`config.mk`:
```
export PLATFORM = sky130hd
export DESIGN_NAME = sec_rtc
export DESIGN_NICKNAME = d
export VERILOG_FILES = /design/src/rtl/sec_rtc_pkg.sv /design/src/rtl/sec_rtc_counter.sv /design/src/rtl/sec_rtc_irq.sv /design/src/rtl/sec_rtc_regs.sv /design/src/rtl/sec_rtc.sv
export SDC_FILE = /design/constraint.sdc
export NUM_CORES = 1
export LEC_CHECK = 0
export CORE_UTILIZATION = 30
export DETAILED_ROUTE_END_ITERATION = 12
export PLACE_DENSITY_LB_ADDON = 0.12
export SYNTH_ARGS = -nofsm -noshare
export SYNTH_HDL_FRONTEND = slang
export SYNTH_SLANG_ARGS = --single-unit
```
`constraint.sdc`:
```
create_clock -name clk -period 2.9 [get_ports clk]
set_input_delay 0.435 -clock clk [delete_from_list [all_inputs] [get_ports clk]]
set_output_delay 0.435 -clock clk [all_outputs]
set_load 0.02 [all_outputs]
```
`src/rtl/sec_rtc_pkg.sv`:
```
// Shared types for the seconds RTC.
// Assumes word-aligned byte addressing with eight 32-bit slots starting at zero.
package sec_rtc_pkg;

    // Word slot numbers (byte offset / 4); the order fixes the register map.
    typedef enum logic [2:0] {
        SLOT_COUNT  = 3'd0,
        SLOT_ALARM  = 3'd1,
        SLOT_PRESET = 3'd2,
        SLOT_CTRL   = 3'd3,
        SLOT_MASK   = 3'd4,
        SLOT_RAW    = 3'd5,
        SLOT_MASKED = 3'd6,
        SLOT_ACK    = 3'd7
    } slot_e;

    // One write strobe per writable register.
    typedef struct packed {
        logic alarm;
        logic preset;
        logic ctrl;
        logic mask;
        logic ack;
    } wr_strobe_t;

endpackage

```
`src/rtl/sec_rtc_counter.sv`:
```
// Seconds counter with preset and enable.
// Does: holds the enable bit and the count; a preset beats a tick in the same cycle.
// Assumes: tick_i is a single-cycle strobe once per second, synchronous to clk.
module sec_rtc_counter #(
    parameter int CNT_W = 32
) (
    input  logic             clk,
    input  logic             rst_n,
    input  logic             tick_i,
    input  logic             en_wr_i,
    input  logic             en_val_i,
    input  logic             load_i,
    input  logic [CNT_W-1:0] load_val_i,
    output logic             en_o,
    output logic [CNT_W-1:0] cnt_o,
    output logic             upd_o,
    output logic [CNT_W-1:0] nxt_o
);

    logic             en_q;
    logic [CNT_W-1:0] cnt_q;
    logic [CNT_W-1:0] cnt_nxt;
    logic             cnt_upd;

    // Purpose: pick the next count and flag whether the count is being updated.
    always_comb begin
        cnt_nxt = cnt_q;
        cnt_upd = 1'b0;
        if (load_i) begin
            cnt_nxt = load_val_i;
            cnt_upd = 1'b1;
        end else if (en_q && tick_i) begin
            cnt_nxt = cnt_q + CNT_W'(1);
            cnt_upd = 1'b1;
        end
    end

    // Purpose: register the enable bit.
    always_ff @(posedge clk) begin
        if (!rst_n)       en_q <= 1'b0;
        else if (en_wr_i) en_q <= en_val_i;
    end

    // Purpose: register the count.
    always_ff @(posedge clk) begin
        if (!rst_n) cnt_q <= '0;
        else        cnt_q <= cnt_nxt;
    end

    assign en_o  = en_q;
    assign cnt_o = cnt_q;
    assign upd_o = cnt_upd;
    assign nxt_o = cnt_nxt;

    p_hold_r3: assert property (@(posedge clk) disable iff (!rst_n)
        (!load_i && !(en_q && tick_i)) |=> $stable(cnt_q));
    p_step_r4: assert property (@(posedge clk) disable iff (!rst_n)
        (!load_i && en_q && tick_i) |=> (cnt_q == CNT_W'($past(cnt_q) + CNT_W'(1))));
    p_load_r2: assert property (@(posedge clk) disable iff (!rst_n)
        load_i |=> (cnt_q == $past(load_val_i)));
    p_enable_r3: assert property (@(posedge clk) disable iff (!rst_n)
        en_wr_i |=> (en_q == $past(en_val_i)));

endmodule

```
`src/rtl/sec_rtc_irq.sv`:
```
// Alarm compare and interrupt status.
// Does: holds the alarm value and the mask bit, and latches the raw status
//       when the counter is updated onto the alarm value. A hit beats a clear.
// Assumes: upd_i/nxt_i describe the counter value taken at the coming edge.
module sec_rtc_irq #(
    parameter int CNT_W = 32
) (
    input  logic             clk,
    input  logic             rst_n,
    input  logic             alarm_wr_i,
    input  logic [CNT_W-1:0] alarm_val_i,
    input  logic             mask_wr_i,
    input  logic             mask_val_i,
    input  logic             ack_i,
    input  logic             upd_i,
    input  logic [CNT_W-1:0] nxt_i,
    output logic [CNT_W-1:0] alarm_o,
    output logic             mask_o,
    output logic             raw_o,
    output logic             masked_o
);

    logic [CNT_W-1:0] alarm_q;
    logic             mask_q;
    logic             raw_q;
    logic             hit;

    // Purpose: detect the counter landing on the alarm value.
    always_comb hit = upd_i && (nxt_i == alarm_q);

    // Purpose: register the alarm value.
    always_ff @(posedge clk) begin
        if (!rst_n)          alarm_q <= '0;
        else if (alarm_wr_i) alarm_q <= alarm_val_i;
    end

    // Purpose: register the mask bit.
    always_ff @(posedge clk) begin
        if (!rst_n)         mask_q <= 1'b0;
        else if (mask_wr_i) mask_q <= mask_val_i;
    end

    // Purpose: sticky raw status, set by a hit and cleared by an acknowledge.
    always_ff @(posedge clk) begin
        if (!rst_n)     raw_q <= 1'b0;
        else if (hit)   raw_q <= 1'b1;
        else if (ack_i) raw_q <= 1'b0;
    end

    assign alarm_o  = alarm_q;
    assign mask_o   = mask_q;
    assign raw_o    = raw_q;
    assign masked_o = raw_q & mask_q;

    p_set_r6: assert property (@(posedge clk) disable iff (!rst_n)
        (upd_i && (nxt_i == alarm_o)) |=> raw_o);
    p_sticky_r6: assert property (@(posedge clk) disable iff (!rst_n)
        (raw_o && !ack_i) |=> raw_o);
    p_rise_r6: assert property (@(posedge clk) disable iff (!rst_n)
        $rose(raw_o) |-> $past(upd_i && (nxt_i == alarm_o)));
    p_clear_r8: assert property (@(posedge clk) disable iff (!rst_n)
        (ack_i && !(upd_i && (nxt_i == alarm_o))) |=> !raw_o);

endmodule

```
`src/rtl/sec_rtc_regs.sv`:
```
// Register decode and read multiplexer.
// Does: turns a bus access into per-register write strobes and builds read data.
// Assumes: ADDR_W >= 6; only word-aligned addresses below 0x20 are decoded.
module sec_rtc_regs
    import sec_rtc_pkg::*;
#(
    parameter int ADDR_W = 8,
    parameter int DATA_W = 32,
    parameter int CNT_W  = 32
) (
    input  logic              valid_i,
    input  logic              write_i,
    input  logic [ADDR_W-1:0] addr_i,
    input  logic [CNT_W-1:0]  cnt_i,
    input  logic [CNT_W-1:0]  alarm_i,
    input  logic              en_i,
    input  logic              mask_i,
    input  logic              raw_i,
    input  logic              masked_i,
    output wr_strobe_t        strobe_o,
    output logic [DATA_W-1:0] rdata_o
);

    localparam int SLOT_LSB = 2;
    localparam int SLOT_MSB = SLOT_LSB + $bits(slot_e) - 1;

    logic  in_window;
    slot_e slot;
    logic  rd_hit;
    logic  wr_hit;

    // Purpose: qualify the address and extract the word slot.
    always_comb begin
        in_window = (addr_i[SLOT_LSB-1:0] == '0) && (addr_i[ADDR_W-1:SLOT_MSB+1] == '0);
        slot      = slot_e'(addr_i[SLOT_MSB:SLOT_LSB]);
        rd_hit    = valid_i && !write_i && in_window;
        wr_hit    = valid_i &&  write_i && in_window;
    end

    // Purpose: raise one write strobe for the addressed writable register.
    always_comb begin
        strobe_o        = '0;
        strobe_o.alarm  = wr_hit && (slot == SLOT_ALARM);
        strobe_o.preset = wr_hit && (slot == SLOT_PRESET);
        strobe_o.ctrl   = wr_hit && (slot == SLOT_CTRL);
        strobe_o.mask   = wr_hit && (slot == SLOT_MASK);
        strobe_o.ack    = wr_hit && (slot == SLOT_ACK);
    end

    // Purpose: drive read data for a decoded read, zero otherwise.
    always_comb begin
        rdata_o = '0;
        if (rd_hit) begin
            unique case (slot)
                SLOT_COUNT:  rdata_o[CNT_W-1:0] = cnt_i;
                SLOT_ALARM:  rdata_o[CNT_W-1:0] = alarm_i;
                SLOT_CTRL:   rdata_o[0]         = en_i;
                SLOT_MASK:   rdata_o[0]         = mask_i;
                SLOT_RAW:    rdata_o[0]         = raw_i;
                SLOT_MASKED: rdata_o[0]         = masked_i;
                SLOT_PRESET,
                SLOT_ACK:    rdata_o            = '0;
            endcase
        end
    end

endmodule

```
`src/rtl/sec_rtc.sv`:
```
// Seconds real-time clock with alarm interrupt, top level.
// Does: wires the register decoder, the seconds counter and the alarm logic.
// Assumes: CNT_W <= DATA_W; tick_i synchronous to clk; reset synchronous active-low.
module sec_rtc
    import sec_rtc_pkg::*;
#(
    parameter int ADDR_W = 8,
    parameter int DATA_W = 32,
    parameter int CNT_W  = 32
) (
    input  logic              clk,
    input  logic              rst_n,
    input  logic              tick_i,
    input  logic              bus_valid_i,
    input  logic              bus_write_i,
    input  logic [ADDR_W-1:0] bus_addr_i,
    input  logic [DATA_W-1:0] bus_wdata_i,
    output logic [DATA_W-1:0] bus_rdata_o,
    output logic              irq_o
);

    wr_strobe_t       strobe;
    logic             en;
    logic [CNT_W-1:0] cnt;
    logic             upd;
    logic [CNT_W-1:0] nxt;
    logic [CNT_W-1:0] alarm;
    logic             mask;
    logic             raw;
    logic             masked;

    sec_rtc_regs #(
        .ADDR_W (ADDR_W),
        .DATA_W (DATA_W),
        .CNT_W  (CNT_W)
    ) u_regs (
        .valid_i  (bus_valid_i),
        .write_i  (bus_write_i),
        .addr_i   (bus_addr_i),
        .cnt_i    (cnt),
        .alarm_i  (alarm),
        .en_i     (en),
        .mask_i   (mask),
        .raw_i    (raw),
        .masked_i (masked),
        .strobe_o (strobe),
        .rdata_o  (bus_rdata_o)
    );

    sec_rtc_counter #(
        .CNT_W (CNT_W)
    ) u_counter (
        .clk        (clk),
        .rst_n      (rst_n),
        .tick_i     (tick_i),
        .en_wr_i    (strobe.ctrl),
        .en_val_i   (bus_wdata_i[0]),
        .load_i     (strobe.preset),
        .load_val_i (bus_wdata_i[CNT_W-1:0]),
        .en_o       (en),
        .cnt_o      (cnt),
        .upd_o      (upd),
        .nxt_o      (nxt)
    );

    sec_rtc_irq #(
        .CNT_W (CNT_W)
    ) u_irq (
        .clk         (clk),
        .rst_n       (rst_n),
        .alarm_wr_i  (strobe.alarm),
        .alarm_val_i (bus_wdata_i[CNT_W-1:0]),
        .mask_wr_i   (strobe.mask),
        .mask_val_i  (bus_wdata_i[0]),
        .ack_i       (strobe.ack && bus_wdata_i[0]),
        .upd_i       (upd),
        .nxt_i       (nxt),
        .alarm_o     (alarm),
        .mask_o      (mask),
        .raw_o       (raw),
        .masked_o    (masked)
    );

    assign irq_o = masked;

    p_quiet_r10: assert property (@(posedge clk) disable iff (!rst_n)
        !(bus_valid_i && !bus_write_i) |-> (bus_rdata_o == '0));
    p_onewrite_r9: assert property (@(posedge clk) disable iff (!rst_n)
        $onehot0(strobe));
    p_irq_gate_r7: assert property (@(posedge clk) disable iff (!rst_n)
        irq_o |-> (raw && mask));

endmodule

```
==> metrics.txt, run 1 <==
outcome=completed; Num CTS Buffers=9; max_cap viols=0; IR drop worst, VDD=approximately 0.25 mV; crit path kind=flop to flop; routability congestion estimate=between 0.8 and 0.9; vias in the first global route=between 5000 and 6000; post-synthesis cell area=roughly 0.0048 mm^2; Crit Path Max Fanout=4; Syn Nets=~700; Post-synth ARST share=0; Yosys top cell by area=dfxtp_1; DRT iter0 DRCs=between 300 and 400; Buf+Inv Stages, Crit Path=2; hold slack=approximately 0.47 ns; Worst Tran Pin Value=around 0.42 ns; share of cells above drive strength 1=0.241; setup slack, reg-to-reg=0.05 ns; Distinct cells, synth=66; power per cell area=~330 mW/mm^2; WHS Path Cells=2; register area=0.00134 mm^2; Worst path depth=10; r2r worst-path depth=10; Int Pwr=0.00170 W; fill count=roughly 1600; Layout Area Growth over Synthesis=42.3%; total gr overflow=0; Worst Setup End Kind=flop; Initial Util=0.313; Worst-Skew Late Latency=about 0.34 ns; TritonRoute pass-1 iters=5; CTS Sinks=between 60 and 70; Buffers on Ports=77; # rows=45; worst-case clock skew=about 0.007 ns; Worst EP required=around 3.2 ns; register bit count reported by yosys=67; CP max-delay cell=or4_1; CTS tree=built; DR DRC count=0; RSZ-0062 raised after global routing=true; Worst Hold Class=flop to flop; synthesis warning total=0; Hold Vio Cnt, Final=0; antenna violations before repair=0; Nets=about 850; most frequent cells in the layout=buf_4, nand2_1, nor2_1, dfxtp_1, a21oi_1; antenna cells=0; final wirelength=roughly 19000 um; H-tree levels=3; Die Area=between 0.015 and 0.02 mm^2; Max Clock Freq=around 350 MHz; Comb pwr share=0.083; clk slew on worst S/H paths=approximately 0.06 ns; Post-Syn Instances=658; Rel. slew slack=0.714; EDFF count, synth=0; Via-to-Cell Ratio=5.20; Seq/Total Area, Yosys=0.278; largest net degree at the start of global routing=35; Clk pwr share=0.504; Final min period=roughly 2.8 ns; I/O pin count=~80; Slew Limit Fails=0; dominant cells by area after synthesis=dfxtp_1, xnor2_1, nand2_1; Routed WL per cell=~18 um; switching part of the total=0.240; total power=between 0.002 and 0.0025 W; crit-path leading delay family=simple AND/OR/NAND/NOR gates; commonest non-fill, non-tap cell in the layout=buf_4; Final period util=0.981; endpoints failing setup=0; CP Cell Sequence=buf_4, nand3_1, or4_4, buf_4, o21ai_1, a21oi_2, xor2_1, or4_1, or4_1, o21ai_1; Die Height=between 100 and 150 um; vias=between 5000 and 6000; CORE AREA=around 0.015 mm^2; area occupied by multi-input gates=approximately 0.0033 mm^2; Synth Area per Inst=about 7.3 um^2; sequential power share=0.413; hpwl dp=between 10000 and 15000 um; Yosys top cell area share=0.278; crit path DAT=about 3.1 ns; slowest stage delay, CP=between 0.4 and 0.5 ns; Psw=between 0.0005 and 0.0006 W; Die X=about 130 um; Antenna Nets Post-Route=0; root buffer cell=clkbuf_16; Worst setup SP type=flop; Lkg Pwr=roughly 2.6 nW; GRT Resource Usage Total=0.233; CTS max path bufs=2; first-pass GRT wire length=between 20000 and 30000 um; Most used DFF post-synth=dfxtp_1; end-of-flow core utilization=0.445
power groups by stage:
stage	Sequential, W	Combinational [W]	Clock, W
floorplan	0.000942	0.0000503	0
global placement	0.000943	0.000181	0
detailed placement	0.000943	0.000182	0
CTS	0.000922	0.000184	0.00114
global route	0.000922	0.000195	0.00119
finish	0.000922	0.000184	0.00113
final timing paths:
kind	end	start
setup / recovery	u_irq.raw_o$_SDFFE_PN0P_	u_counter.cnt_o[0]$_SDFF_PN0_
hold / removal	u_irq.alarm_o[13]$_SDFFE_PN0P_	u_irq.alarm_o[13]$_SDFFE_PN0P_
setup reg to reg	u_irq.raw_o$_SDFFE_PN0P_	u_counter.cnt_o[0]$_SDFF_PN0_
hold reg to reg	u_irq.alarm_o[13]$_SDFFE_PN0P_	u_irq.alarm_o[13]$_SDFFE_PN0P_
Yosys cell counts (all sizes together), types with 7 or more instances:
cell,count
nor3,18
and4,8
nand2,96
a211oi,26
nand4,16
and2,8
nand3,18
a21oi,43
xor2,24
o21ai,13
inv,11
clkbuf,46
dfxtp,67
mux2i,10
nor4,9
nor2,79
xnor2,41
buf,13
or4,7
a22oi,31
registers in the layout, indices dropped and copies added (netlist names):
name and flops:
u_irq.raw_o 1, u_irq.alarm_o 32, u_counter.cnt_o 32, u_counter.en_o 1, u_irq.mask_o 1
stage by stage:
| step | TNS, ns | cells | area, um^2 | setup slack, ns |
|---|---|---|---|---|
| floorplan | 0 | 658 | 4820 | 0.0975 |
| global placement | -15.91 | 1002 | 6530 | -0.583 |
| detailed placement | -16.87 | 1002 | 6530 | -0.590 |
| CTS | -0.0138 | 1020 | 6820 | -0.0138 |
| global route | -0.0162 | 1021 | 6870 | -0.0162 |
| finish | 0 | 1021 | 6870 | 0.0547 |
area by class of cell:
cell class / count / area share
multi-input cells: 520 / 0.482
repair buffers: 195 / 0.235
flip-flops and latches: 67 / 0.196
well taps: 211 / 0.0384
clock buffers: 11 / 0.0353
clock inverters: 5 / 0.00765
inverters: 12 / 0.00656
metal layers:
metal,part of all wire,wire (um),global-route usage
met1,0.47,8760,0.320
met2,0.46,8520,0.377
met3,0.061,1140,0.0378
met4,0.012,224,0.0602
met5,0,0,0
kinds of logic after synthesis:
family                   synth area share
AND/OR/NAND/NOR                     0.296
flip-flops                          0.278
adder cells (fa/ha/maj)           0.00259
multiplexers                       0.0231
AO/OA/AOI/OAI                       0.213
buffers and inverters              0.0596
XOR/XNOR                            0.127
tightest hold or removal path, stage by stage (launching register included):
cell	delay, ns
dfxtp_1	0.32
nand2_1	0.06
a21oi_1	0.05
what timing repair did:
item | in CTS | in global routing
cloned | 1 | 0
pin swaps | 6 | 10
setup buffers | 1 | 1
resized for setup | 158 | 17
setup endpoints to repair | 33 | 10
hold buffers | 0 | 0
No activity file was read; power rests on OpenSTA's default activity.
==> inputs of run 2 (changes only) <==
CORE_UTILIZATION = 49   (was 30)
==> run 2 against run 1 <==
Against the previous run: design area decreased by 2.0%; total power decreased by 15%; non-clock buffer count increased by 9; worst hold slack improved by 0.015 ns; largest power group is now registers; clock power decreased by 29%; cell count decreased by 7.1%; clock skew increased by 0.0089 ns; sequential power about the same; setup slack improved by 0.0021 ns; sequential cell count unchanged; die area decreased by 38%; register-to-register slack improved by 0.03 ns.
==> metrics.txt, run 2 (synthesis results as in run 1) <==
worst-case clock skew=0.0160 ns (+0.00886 ns); total gr overflow=0 (unchanged); slowest stage delay, CP=0.54 ns (+0.05 ns); crit path kind=input port to flop; Crit Path Max Fanout=2 (-2); CTS Sinks=67 (unchanged); share of cells above drive strength 1=0.264 (+0.0230); sequential power share=0.483 (+0.070); H-tree levels=3 (unchanged); Clk pwr share=0.421 (-0.083); Worst Tran Pin Value=0.721 ns (+0.298 ns); Max Clock Freq=352 MHz (about the same); crit-path leading delay family=simple AND/OR/NAND/NOR gates; switching part of the total=0.251 (+0.0109); Via-to-Cell Ratio=6.02 (+16%); setup slack, reg-to-reg=0.08 ns (+0.03 ns); Psw=0.000478 W (-11%); antenna cells=0 (unchanged); Worst Hold Class=flop to flop; routability congestion estimate=0.955 (+9.6%); clk slew on worst S/H paths=0.08 ns (+0.02 ns); r2r worst-path depth=8 (-2); Hold Vio Cnt, Final=0 (unchanged); Buf+Inv Stages, Crit Path=3 (+1); first-pass GRT wire length=27600 um (-5.1%); final wirelength=17700 um (-5.1%); CTS tree=built; DR DRC count=0 (unchanged); Worst Setup End Kind=flop; Comb pwr share=0.096 (+0.013); Worst EP required=3.17 ns (about the same); Int Pwr=0.00143 W (-16%); # rows=35 (-22%); Final period util=0.980 (about the same); RSZ-0062 raised after global routing=true; vias in the first global route=5253 (+2.4%); CTS max path bufs=2 (unchanged); CORE AREA=0.00937 mm^2 (-39%); Nets=860 (+1.1%); number of hold buffers added after cts=0 (unchanged); antenna violations before repair=0 (unchanged); Worst-Skew Late Latency=0.35 ns (about the same); Routed WL per cell=18.7 um (+2.2%); Buffers on Ports=77 (unchanged); hpwl dp=12500 um (-11%); power per cell area=283 mW/mm^2 (-13%); Die Area=0.0102 mm^2 (-38%); CP max-delay cell=or4b_4; outcome=completed; Die Height=101 um (-21%); Worst setup SP type=input port; Rel. slew slack=0.519 (-0.195); CP Cell Sequence=clkbuf_2, or4b_4, buf_6, nor3_4, buf_4, o21ai_1, xnor2_1, o2111ai_1, or4_1, or4_1, o21ai_1; hold_sp=u_irq.alarm_o[13]$_SDFFE_PN0P_; Layout Area Growth over Synthesis=39.5%; Antenna Nets Post-Route=0 (unchanged); Lkg Pwr=2.57 nW (-0.52%); Final min period=2.84 ns (-0.00206 ns); IR drop worst, VDD=0.243 mV (-4.3%); DRT iter0 DRCs=459 (+26%); commonest non-fill, non-tap cell in the layout=buf_4; vias=5704 (+7.5%); hold slack=0.486 ns (+0.0150 ns); TritonRoute pass-1 iters=5 (unchanged); endpoints failing setup=0 (unchanged); end-of-flow core utilization=0.718 (+0.273); most frequent cells in the layout=buf_4, nand2_1, nor2_1, dfxtp_1, a21oi_1; largest net degree at the start of global routing=62 (+77%); FF-to-FF Start=u_counter.cnt_o[7]$_SDFF_PN0_; root buffer cell=clkbuf_8; Hold Crit Endpoint=u_irq.alarm_o[13]$_SDFFE_PN0P_; GRT Resource Usage Total=0.350 (+0.117); I/O pin count=78 (unchanged); Die X=101 um (-21%); Initial Util=0.515 (+0.202); WHS Path Cells=2 (unchanged); crit path DAT=3.12 ns (about the same); FF-to-FF End=u_irq.raw_o$_SDFFE_PN0P_; Slew Limit Fails=0 (unchanged); max_cap viols=0 (unchanged); Num CTS Buffers=9 (unchanged)
[run 2: cell count changes in the layout (fill, tap and decap cells not counted), moves of 5 or more]
cell,before,now
buf_4,110,117
clkbuf_8,1,10
dfxtp_2,2,7
dfxtp_1,65,60
clkbuf_16,9,0
[run 2: what timing repair did]
action,CTS,global route
setup buffers,10,7
pin swaps,13,14
resized for setup,152,35
setup endpoints to repair,33,14
[run 2: layout make-up]
class                   instances  area (um^2)
multi-input cells             520         3340
fillers                       796         2640
repair buffers                204         1630
flip-flops and latches         67         1350
well taps                     129          161
clock buffers                  12          145
clock inverters                 4         50.0
inverters                      12         45.0
[run 2: tightest hold or removal path: stages (launching register included)]
cell and delay [ns]:
dfxtp_1 0.33, nand2_1 0.06, a21oi_1 0.06
[run 2: how the worst max path moves through the flow]
| stage | from | endpoint | slack, ns | depth (start not counted) |
|---|---|---|---|---|
| final | bus_addr_i[1] | u_irq.raw_o$_SDFFE_PN0P_ | 0.06 | 11 |
| after global routing | bus_addr_i[1] | u_irq.raw_o$_SDFFE_PN0P_ | -0.06 | 11 |
| after CTS | u_counter.cnt_o[7]$_SDFF_PN0_ | u_irq.raw_o$_SDFFE_PN0P_ | 0.009 | 10 |
| after detailed placement | bus_addr_i[1] | u_irq.raw_o$_SDFFE_PN0P_ | -0.61 | 9 |
| after global placement | tick_i | u_irq.raw_o$_SDFFE_PN0P_ | -0.48 | 9 |
| after floorplan | tick_i | u_irq.raw_o$_SDFFE_PN0P_ | 0.1 | 9 |
[run 2: through the flow]
| stage | power (W) | setup TNS (ns) | setup WS (ns) | cell area (um^2) | instances |
|---|---|---|---|---|---|
| after global placement | 0.00111 | -14.36 | -0.477 | 6390 | 915 |
| after global routing | 0.00196 | -0.0570 | -0.0570 | 6730 | 948 |
| after floorplan | 0.000992 | 0 | 0.0975 | 4820 | 658 |
| final | 0.00191 | 0 | 0.0568 | 6730 | 948 |
| after detailed placement | 0.00111 | -15.95 | -0.611 | 6390 | 915 |
| after CTS | 0.00190 | 0 | 0.00936 | 6630 | 941 |
[run 2: layer usage]
metal / vias to the layer above / share of wire / track usage
met5: - / 0 / 0
li1: 2657 / - / -
met1: 2739 / 0.42 / 0.475
met3: 47 / 0.078 / 0.0455
met2: 261 / 0.47 / 0.572
met4: 0 / 0.030 / 0.124
[run 2: power groups by stage]
| stage | clock, W | combinational [W] | sequential (W) |
|---|---|---|---|
| global placement | 0 | 0.000167 | 0.000942 |
| detailed placement | 0 | 0.000170 | 0.000943 |
| finish | 0.000804 | 0.000183 | 0.000921 |
| CTS | 0.000807 | 0.000176 | 0.000921 |
| global route | 0.000844 | 0.000191 | 0.000921 |
| floorplan | 0 | 0.0000503 | 0.000942 |
==> inputs of run 3 (changes only) <==
CORE_MARGIN = 2   (was unset)
==> run 3 against run 2 <==
Against the previous run: count of clock-buffer cells in the layout grew 1; highest routed layer unchanged; non-clock buffer count shrank 12; the flow now finishes with violations (setup timing); worst hold slack lost 0.0018 ns; first-iteration DRC count shrank 19%; wire length shrank 4.0%; combinational power shrank 3%; sequential power is essentially flat; global-route usage shrank 2.7 points; register-to-register slack lost 0.09 ns; critical path type unchanged; largest power group unchanged; critical path depth is the same.
==> metrics.txt, run 3 (synthesis results as in run 1) <==
outcome=finished, violations left; failing checks=setup timing; routability congestion estimate=0.920 (-3.7%); Die Area=0.0107 mm^2 (+4.0%); Antenna Nets Post-Route=0 (unchanged); crit path kind=input port to flop; antenna cells=0 (unchanged); switching part of the total=0.245 (-0.00536); Setup WS post-layout=-0.0494 ns (-0.106 ns); Comb pwr share=0.093 (-0.003); Crit Path Max Fanout=5 (+3); CORE AREA=0.00968 mm^2 (+3.3%); Final min period=2.95 ns (+0.106 ns); Buffers on Ports=77 (unchanged); first-pass GRT wire length=26400 um (-4.3%); Worst setup SP type=input port; Final period util=1.02 (+0.0366); Worst Tran Pin Value=0.490 ns (-0.232 ns); largest net degree at the start of global routing=62 (unchanged); hpwl dp=12700 um (+1.6%); TritonRoute pass-1 iters=5 (unchanged); max_cap viols=0 (unchanged); Lkg Pwr=2.48 nW (-3.7%); Rel. slew slack=0.669 (+0.150); power per cell area=292 mW/mm^2 (+2.9%); total power=0.00192 W (+0.62%); most frequent cells in the layout=buf_4, nand2_1, nor2_1, dfxtp_1, a21oi_1; Die Height=103 um (+2.0%); sequential power share=0.480 (-0.003); clk slew on worst S/H paths=0.07 ns (about the same); Routed WL per cell=18.1 um (-3.1%); DR DRC count=0 (unchanged); total gr overflow=0 (unchanged); vias in the first global route=5194 (-1.1%); Layout Area Growth over Synthesis=36.4%; Via-to-Cell Ratio=5.85 (-2.8%); CTS tree=built; DRT iter0 DRCs=372 (-19%); GRT Resource Usage Total=0.323 (-0.0275); endpoints failing setup=1 (+1); Num CTS Buffers=9 (unchanged); commonest non-fill, non-tap cell in the layout=buf_4; Worst-Skew Late Latency=0.37 ns (+0.02 ns); H-tree levels=3 (unchanged); crit path DAT=3.25 ns (+0.13 ns); Slew Limit Fails=0 (unchanged); CTS Sinks=67 (unchanged); I/O pin count=78 (unchanged); Worst Setup End Kind=flop; Int Pwr=0.00145 W (+1.3%); RSZ-0062 raised after global routing=true; Clk pwr share=0.427 (+0.006); Worst EP required=3.20 ns (+0.03 ns); Hold Vio Cnt, Final=0 (unchanged); share of cells above drive strength 1=0.226 (-0.0379); # rows=36 (+2.9%); antenna violations before repair=0 (unchanged); worst-case clock skew=0.00780 ns (-0.00819 ns); hold slack=0.484 ns (-0.00178 ns); CTS max path bufs=2 (unchanged); end-of-flow core utilization=0.680 (-0.0384); root buffer cell=clkbuf_8; Max Clock Freq=339 MHz (-3.6%); Nets=848 (-1.4%); vias=5489 (-3.8%); Initial Util=0.498 (-0.0166); IR drop worst, VDD=0.221 mV (-8.9%); Die X=103 um (+2.0%); final wirelength=17000 um (-4.0%); Psw=0.000471 W (-1.5%); Worst Hold Class=flop to flop
[run 3: cell count changes in the layout (fill, tap and decap cells not counted), sizes merged]
cell           previous run  this run
dlygate4sd2               2         7
clkinvlp                  2         0
clkdlybuf4s50            34        38
clkbuf                   16        13
dlymetal6s2s              6         1
buf                     158       146
[run 3: worst max-delay path: stages]
cell	delay, ns
clkdlybuf4s50_1	0.51
nor3b_1	0.28
buf_4	0.18
nand3_2	0.15
buf_4	0.19
a31oi_1	0.20
xor2_1	0.13
a2111oi_2	0.36
nand4_1	0.15
or4_1	0.53
o21ai_1	0.14
[run 3: cell type report]
class	instances	area [um^2]
inverter	12	45.0
tap	133	166
sequential	67	1340
fill	873	3100
clock inverter	2	35.0
timing repair buffer	192	1550
multi-input combinational	520	3290
clock buffer	13	159
[run 3: stage by stage]
| stage | area, um^2 | TNS (ns) | setup WS, ns | std cells |
|---|---|---|---|---|
| 2_1_floorplan | 4820 | 0 | 0.0975 | 658 |
| 3_3_place_gp | 6360 | -15.54 | -0.529 | 915 |
| 3_5_place_dp | 6360 | -16.30 | -0.589 | 915 |
| 4_1_cts | 6580 | 0 | 0.00702 | 938 |
| 5_1_grt | 6580 | -0.176 | -0.176 | 939 |
| 6_report | 6580 | -0.0494 | -0.0494 | 939 |
[run 3: path summary, 6_finish.rpt]
| path | start | end | slack (ns) | cells past startpoint |
|---|---|---|---|---|
| setup / recovery | bus_write_i | u_irq.raw_o$_SDFFE_PN0P_ | -0.05 | 11 |
| hold / removal | u_irq.alarm_o[13]$_SDFFE_PN0P_ | u_irq.alarm_o[13]$_SDFFE_PN0P_ | 0.48 | 2 |
| setup reg to reg | u_counter.cnt_o[0]$_SDFF_PN0_ | u_irq.raw_o$_SDFFE_PN0P_ | -0.01 | 9 |
| hold reg to reg | u_irq.alarm_o[13]$_SDFFE_PN0P_ | u_irq.alarm_o[13]$_SDFFE_PN0P_ | 0.48 | 2 |
[run 3: what timing repair did]
item                                    4_1_cts  5_1_grt
buffers inserted                              8        1
pin swaps                                    15        2
endpoints found under the setup margin       33        3
hold buffers                                  0        0
resized for setup                           157        4
[run 3: per-layer routing]
| layer | vias to the layer above | share of wire | wire length [um] | global-route usage |
|---|---|---|---|---|
| li1 | 2643 | - | - | - |
| met1 | 2596 | 0.44 | 7500 | 0.428 |
| met2 | 210 | 0.47 | 7910 | 0.532 |
| met3 | 40 | 0.066 | 1120 | 0.0470 |
| met4 | 0 | 0.027 | 453 | 0.126 |
| met5 | - | 0 | 0 | 0 |
[run 3: power groups by stage]
stage | logic, W | registers [W] | clock network [W]
finish | 0.000178 | 0.000921 | 0.000820
detailed placement | 0.000171 | 0.000943 | 0
CTS | 0.000174 | 0.000921 | 0.000827
global placement | 0.000169 | 0.000943 | 0
floorplan | 0.0000503 | 0.000942 | 0
global route | 0.000187 | 0.000921 | 0.000858
